File: src/rtl/mul4x4_pkg.sv
// Shared sizes and types for the tree-reduced 4x4 multiplier.
// Assumes unsigned operands only; all widths are fixed by the architecture.
package mul4x4_pkg;
    localparam int OP_W   = 4;
    localparam int PROD_W = 2 * OP_W;
    // Columns handed from the reduction tree to the final adder (bits 3..7).
    localparam int RIPPLE_LO = 3;
    localparam int RIPPLE_W  = PROD_W - RIPPLE_LO;

    // Partial-product matrix: pp[j][i] = a[i] & b[j], weight i + j.
    typedef logic [OP_W-1:0][OP_W-1:0] pp_mat_t;
    // One reduced row covering columns RIPPLE_LO .. PROD_W-1.
    typedef logic [RIPPLE_W-1:0] red_row_t;
endpackage

File: src/rtl/mul_ha.sv
// Half-adder leaf cell: sum is the XOR of the inputs, carry is their AND.
// Purely combinational, no assumptions on the inputs.
module mul_ha (
    input  logic x,
    input  logic y,
    output logic s,
    output logic co
);
    // Form sum and carry of two bits.
    always_comb begin
        s  = x ^ y;
        co = x & y;
    end
endmodule

File: src/rtl/mul_fa.sv
// Full-adder leaf cell built around a propagate signal.
// The carry-out is a 2:1 select: y when x and y agree, otherwise ci.
// Purely combinational.
module mul_fa (
    input  logic x,
    input  logic y,
    input  logic ci,
    output logic s,
    output logic co
);
    logic prop;

    // Propagate, sum and selected carry.
    always_comb begin
        prop = x ^ y;
        s    = prop ^ ci;
        co   = prop ? ci : y;
    end
endmodule

File: src/rtl/mul_ppgen.sv
// Partial-product generator: one two-input AND per operand bit pair.
// Row j holds op_a gated by op_b[j]; bit i of row j carries weight i + j.
module mul_ppgen
    import mul4x4_pkg::*;
(
    input  logic [OP_W-1:0] a,
    input  logic [OP_W-1:0] b,
    output pp_mat_t         pp
);
    for (genvar j = 0; j < OP_W; j++) begin : g_row
        for (genvar i = 0; i < OP_W; i++) begin : g_bit
            // AND of one multiplicand bit with one multiplier bit.
            always_comb pp[j][i] = a[i] & b[j];
        end
    end
endmodule

File: src/rtl/mul_tree.sv
// Two-level carry-save reduction of the 4x4 partial products.
// Level 1 compresses rows in groups of three and pairs the remaining column 5 bits.
// Level 2 resolves column 2 and leaves two rows (row_a, row_b) over columns 3..7.
// Bit k of a row has weight RIPPLE_LO + k. row_a has no column-7 bit (tied 0).
module mul_tree
    import mul4x4_pkg::*;
(
    input  pp_mat_t  pp,
    output logic     bit1,
    output logic     bit2,
    output red_row_t row_a,
    output red_row_t row_b
);
    // Level 1 intermediates
    logic l1_h1c;
    logic l1_f1s, l1_f1c;
    logic l1_f2s, l1_f2c;
    logic l1_h2s, l1_h2c;
    logic l1_h3s, l1_h3c;
    // Level 2 outputs
    logic c2_carry;
    logic c3_sum, c3_carry;
    logic c4_sum, c4_carry;
    logic c5_sum, c5_carry;
    logic c6_sum, c6_carry;

    // ---- Level 1 ----
    // Column 1: two bits.
    mul_ha u_l1_h1 (.x(pp[0][1]), .y(pp[1][0]), .s(bit1), .co(l1_h1c));
    // Column 2: three bits.
    mul_fa u_l1_f1 (.x(pp[0][2]), .y(pp[1][1]), .ci(pp[2][0]), .s(l1_f1s), .co(l1_f1c));
    // Column 3: three of four bits, pp[3][0] passes on.
    mul_fa u_l1_f2 (.x(pp[0][3]), .y(pp[1][2]), .ci(pp[2][1]), .s(l1_f2s), .co(l1_f2c));
    // Column 4: two of three bits, pp[3][1] passes on.
    mul_ha u_l1_h2 (.x(pp[1][3]), .y(pp[2][2]), .s(l1_h2s), .co(l1_h2c));
    // Column 5: both bits.
    mul_ha u_l1_h3 (.x(pp[2][3]), .y(pp[3][2]), .s(l1_h3s), .co(l1_h3c));

    // ---- Level 2 ----
    // Column 2 resolved.
    mul_ha u_l2_c2 (.x(l1_f1s), .y(l1_h1c), .s(bit2), .co(c2_carry));
    // Column 3.
    mul_fa u_l2_c3 (.x(l1_f2s), .y(l1_f1c), .ci(pp[3][0]), .s(c3_sum), .co(c3_carry));
    // Column 4.
    mul_fa u_l2_c4 (.x(l1_h2s), .y(l1_f2c), .ci(pp[3][1]), .s(c4_sum), .co(c4_carry));
    // Column 5.
    mul_ha u_l2_c5 (.x(l1_h3s), .y(l1_h2c), .s(c5_sum), .co(c5_carry));
    // Column 6: top partial product with the level-1 column-5 carry.
    mul_ha u_l2_c6 (.x(pp[3][3]), .y(l1_h3c), .s(c6_sum), .co(c6_carry));

    // Pack the two remaining rows for the ripple adder.
    always_comb begin
        row_a = {1'b0,     c6_sum,   c5_sum,   c4_sum,   c3_sum};
        row_b = {c6_carry, c5_carry, c4_carry, c3_carry, c2_carry};
    end
endmodule

File: src/rtl/mul_ripple.sv
// Carry-ripple adder merging the two reduced rows over columns 3..7.
// The lowest stage has no carry-in, so it is a half adder. The top stage has no
// row_a bit, so it is also a half adder; its carry-out is dropped because the
// product of two 4-bit values fits in 8 bits.
module mul_ripple
    import mul4x4_pkg::*;
(
    input  red_row_t ra,
    input  red_row_t rb,
    output red_row_t sum
);
    logic [RIPPLE_W:0] carry;

    // No carry enters the lowest column.
    always_comb carry[0] = 1'b0;

    for (genvar k = 0; k < RIPPLE_W; k++) begin : g_col
        if (k == 0) begin : g_low
            mul_ha u_ha (.x(ra[k]), .y(rb[k]), .s(sum[k]), .co(carry[k+1]));
        end else if (k == RIPPLE_W - 1) begin : g_top
            mul_ha u_ha (.x(rb[k]), .y(carry[k]), .s(sum[k]), .co(carry[k+1]));
        end else begin : g_mid
            mul_fa u_fa (.x(ra[k]), .y(rb[k]), .ci(carry[k]), .s(sum[k]), .co(carry[k+1]));
        end
    end

    // Stage-boundary signals that no stage reads: the unused lowest carry-in and the
    // dropped top carry-out, plus the top row_a bit, which is tied to 0.
    logic unused_ok;
    always_comb unused_ok = ^{carry[0], carry[RIPPLE_W], ra[RIPPLE_W-1]};
endmodule

File: src/rtl/mul4x4_tree.sv
// Top: combinational 4x4 unsigned multiplier.
// Partial products -> two-level carry-save tree -> five-column ripple adder.
// Bit 0 is the lowest partial product. No clock and no reset, since nothing is stored.
module mul4x4_tree
    import mul4x4_pkg::*;
(
    input  logic [OP_W-1:0]   op_a,
    input  logic [OP_W-1:0]   op_b,
    output logic [PROD_W-1:0] product
);
    pp_mat_t  pp;
    logic     p1, p2;
    red_row_t row_a, row_b, hi;

    mul_ppgen  u_ppgen  (.a(op_a), .b(op_b), .pp(pp));
    mul_tree   u_tree   (.pp(pp), .bit1(p1), .bit2(p2), .row_a(row_a), .row_b(row_b));
    mul_ripple u_ripple (.ra(row_a), .rb(row_b), .sum(hi));

    // Assemble the product: ripple bits on top, resolved low bits below.
    always_comb product = {hi, p2, p1, pp[0][0]};
endmodule

File: config.mk
export PLATFORM = sky130hd
export DESIGN_NAME = mul4x4_tree
export DESIGN_NICKNAME = d
export VERILOG_FILES = /design/src/rtl/mul4x4_pkg.sv /design/src/rtl/mul_ha.sv /design/src/rtl/mul_fa.sv /design/src/rtl/mul_ppgen.sv /design/src/rtl/mul_tree.sv /design/src/rtl/mul_ripple.sv /design/src/rtl/mul4x4_tree.sv
export SDC_FILE = /design/constraint.sdc
export NUM_CORES = 1
export LEC_CHECK = 0
export CAP_MARGIN = 10
export CORE_AREA = 2 2 39 41
export DETAILED_ROUTE_END_ITERATION = 8
export DIE_AREA = 0 0 41 43
export DONT_BUFFER_PORTS = 1
export GPL_TIMING_DRIVEN = 0
export PLACE_DENSITY = 0.49
export RECOVER_POWER = 25
export SETUP_SLACK_MARGIN = 0.2
export SLEW_MARGIN = 20
export SYNTH_ARGS = -nofsm -noshare
export SYNTH_HDL_FRONTEND = slang
export SYNTH_SLANG_ARGS = --single-unit
File: constraint.sdc
create_clock -name vclk -period 9.48
set_clock_uncertainty 0.15 [all_clocks]
set_input_delay 1.896 -clock vclk [all_inputs]
set_output_delay 1.896 -clock vclk [all_outputs]
set_load 0.05 [all_outputs]
==> flow_summary.yaml <==
yosys:
  ys_types: 16
  syn_nets: 75
  yosysMostFrequentCell: "nand2_1"
  ys_seq_area_share_pct: 0
  ys_top_cells_by_area: "ha_1, xnor2_1, buf_4, and2_1, xor2_1"
  synth_top_area_share_pct: 18.7
  yosys.area.top_type: "ha_1"
  syn_area_um2: 469
  synth_common_cells: "nand2_1, xnor2_1, and2_1, buf_4, ha_1"
  syn_area_per_cell_um2: 7.82
  synthCells: 60
  ys_warn_count: 0
grt:
  grt_max_degree: 8
  grt.total_usage_pct: 10.3
  grt_pass1_wl_um: 1370
  antenna_found_initial: 0
  overflow: 0
  grt_pass1_vias: 345
placement:
  dp.final_hpwl_um: 679
  place_congestion: 0.757
  io_buffers: 0
  placed_cell_area_um2: 489
sta:
  period_share_pct: 64.7
  holdWs_ns: 4.02
  clock.fmax_mhz: 163
  hold_viol: 0
  period_needed_ns: 6.13
  worst_pin_slew_ns: 0.704
  rsz0062_at_grt: "false"
  setup_violations: 0
  slew_violations: 0
  max_slew_margin_pct: 53.0
  tns_ns: 0
critical_path:
  critPathTopFamily: "adder cells"
  path_buf_inv: 2
  path_cells: "nand2_1, maj3_1, xor2_1, xnor2_1, ha_1, inv_1, maj3_2, maj3_2, a21oi_2, xor2_1, buf_4"
  cp_slowest_stage_delay_ns: 0.40
  path_class: "in2out"
  arrival_ns: 4.08
  worst_setup_path_end_kind: "primary output"
  crit_slowest_cell: "maj3_1"
  required_ns: 7.43
  cp_max_fo: 7
  cp-start-kind: "primary input"
die:
  ios: 16
  die_h_um: 43
  dieWidth_um: 41
  fp.dieArea_mm2: 0.00176
  start_util_pct: 33.9
  core-area_mm2: 0.00138
  rows: 14
routing:
  routed-via-count: 359
  drc: 0
  viasPerCell: 4.72
  routed_wl_um: 733
  antenna_left: 0
  drt_iter0_drc: 3
  post_drt_wl_per_cell_um: 9.64
  dr.pass1.iters: 3
clocking:
  cts_setup_buffers: 0
  ctsHoldBuffers: 0
  cts_resized: 0
cells_and_area:
  flops_and_latches: 0
  area_growth_pct: 3.47
  nNetsFinal: 77
  drive_gt1_share_pct: 20.0
  register_area_um2: 0
  diodes: 0
  final_cell_area_um2: 485
  final.clkbuf_count: 0
hold_path:
  hp-class: "in2out"
pwr:
  ir_drop_mv: 0.0359
  p_leak_nw: 0.222
  p_per_area_mw_per_mm2: 112
flow_run:
  cap_violations: 0
status:
  status: "complete, no violations"
## per-layer routing
metal / global-route usage (%) / part of all wire (%) / routed length, um
met5: 0 / 0 / 0
met4: 0 / 0 / 0
met3: 1.57 / 7.2 / 53
met2: 16.9 / 52 / 382
met1: 14.6 / 41 / 297
## cell usage in the layout, fill, tap and decap left out
cell | netlist | final
nand2_1 | 10 | 10
xnor2_1 | 8 | 8
ha_1 | 7 | 7
and2_1 | 7 | 6
buf_4 | 7 | 6
xor2_1 | 5 | 5
maj3_2 | 3 | 3
nand3_1 | 3 | 3
maj3_1 | 2 | 2
inv_1 | 2 | 2
xor3_1 | 1 | 1
a21oi_1 | 1 | 1
a31o_2 | 1 | 1
nor2_1 | 1 | 1
a21oi_2 | 1 | 1
and2_0 | 0 | 1
and2_2 | 1 | 1
clkbuf_1 | 0 | 1
## layout make-up
type / count / area, um2
fillers: 158 / 898
multi-input cells: 51 / 409
well taps: 16 / 20.0
plain buffers: 7 / 48.8
inverters: 2 / 7.51
## per-stage QoR
step	util (%)	total power (W)	worst slack [ns]	cells
after detailed placement	35.4	0.0000558	3.32	76
after floorplan	-	0.0000528	3.43	60
after global placement	35.4	0.0000555	3.34	76
after CTS	35.4	0.0000559	3.32	76
final	35.1	0.0000546	3.35	76
after global routing	35.1	0.0000586	3.20	76
## cell families (layout without fill, tap and decap cells)
kind of cell	after synthesis	after routing	share of synthesized area, %
simple gates	22	22	22.9
xor+xnor	14	14	29.3
fa+ha+maj	12	12	30.1
buf+inv	9	9	12.8
compound gates	3	3	4.80
## where the power goes
group	switching, W	total (W)	leakage, nW	internal [W]
sequential	0	0	0	0
combinational	0.0000351	0.0000546	0.222	0.0000195
clock	0	0	0	0
## worst paths after layout
| check | from | end | slack, ns | cells after the start |
|---|---|---|---|---|
| setup / recovery | op_a[1] | product[7] | 3.35 | 11 |
| hold / removal | op_b[0] | product[0] | 4.02 | 1 |
Note: power is estimated with default switching activity, not from simulation.
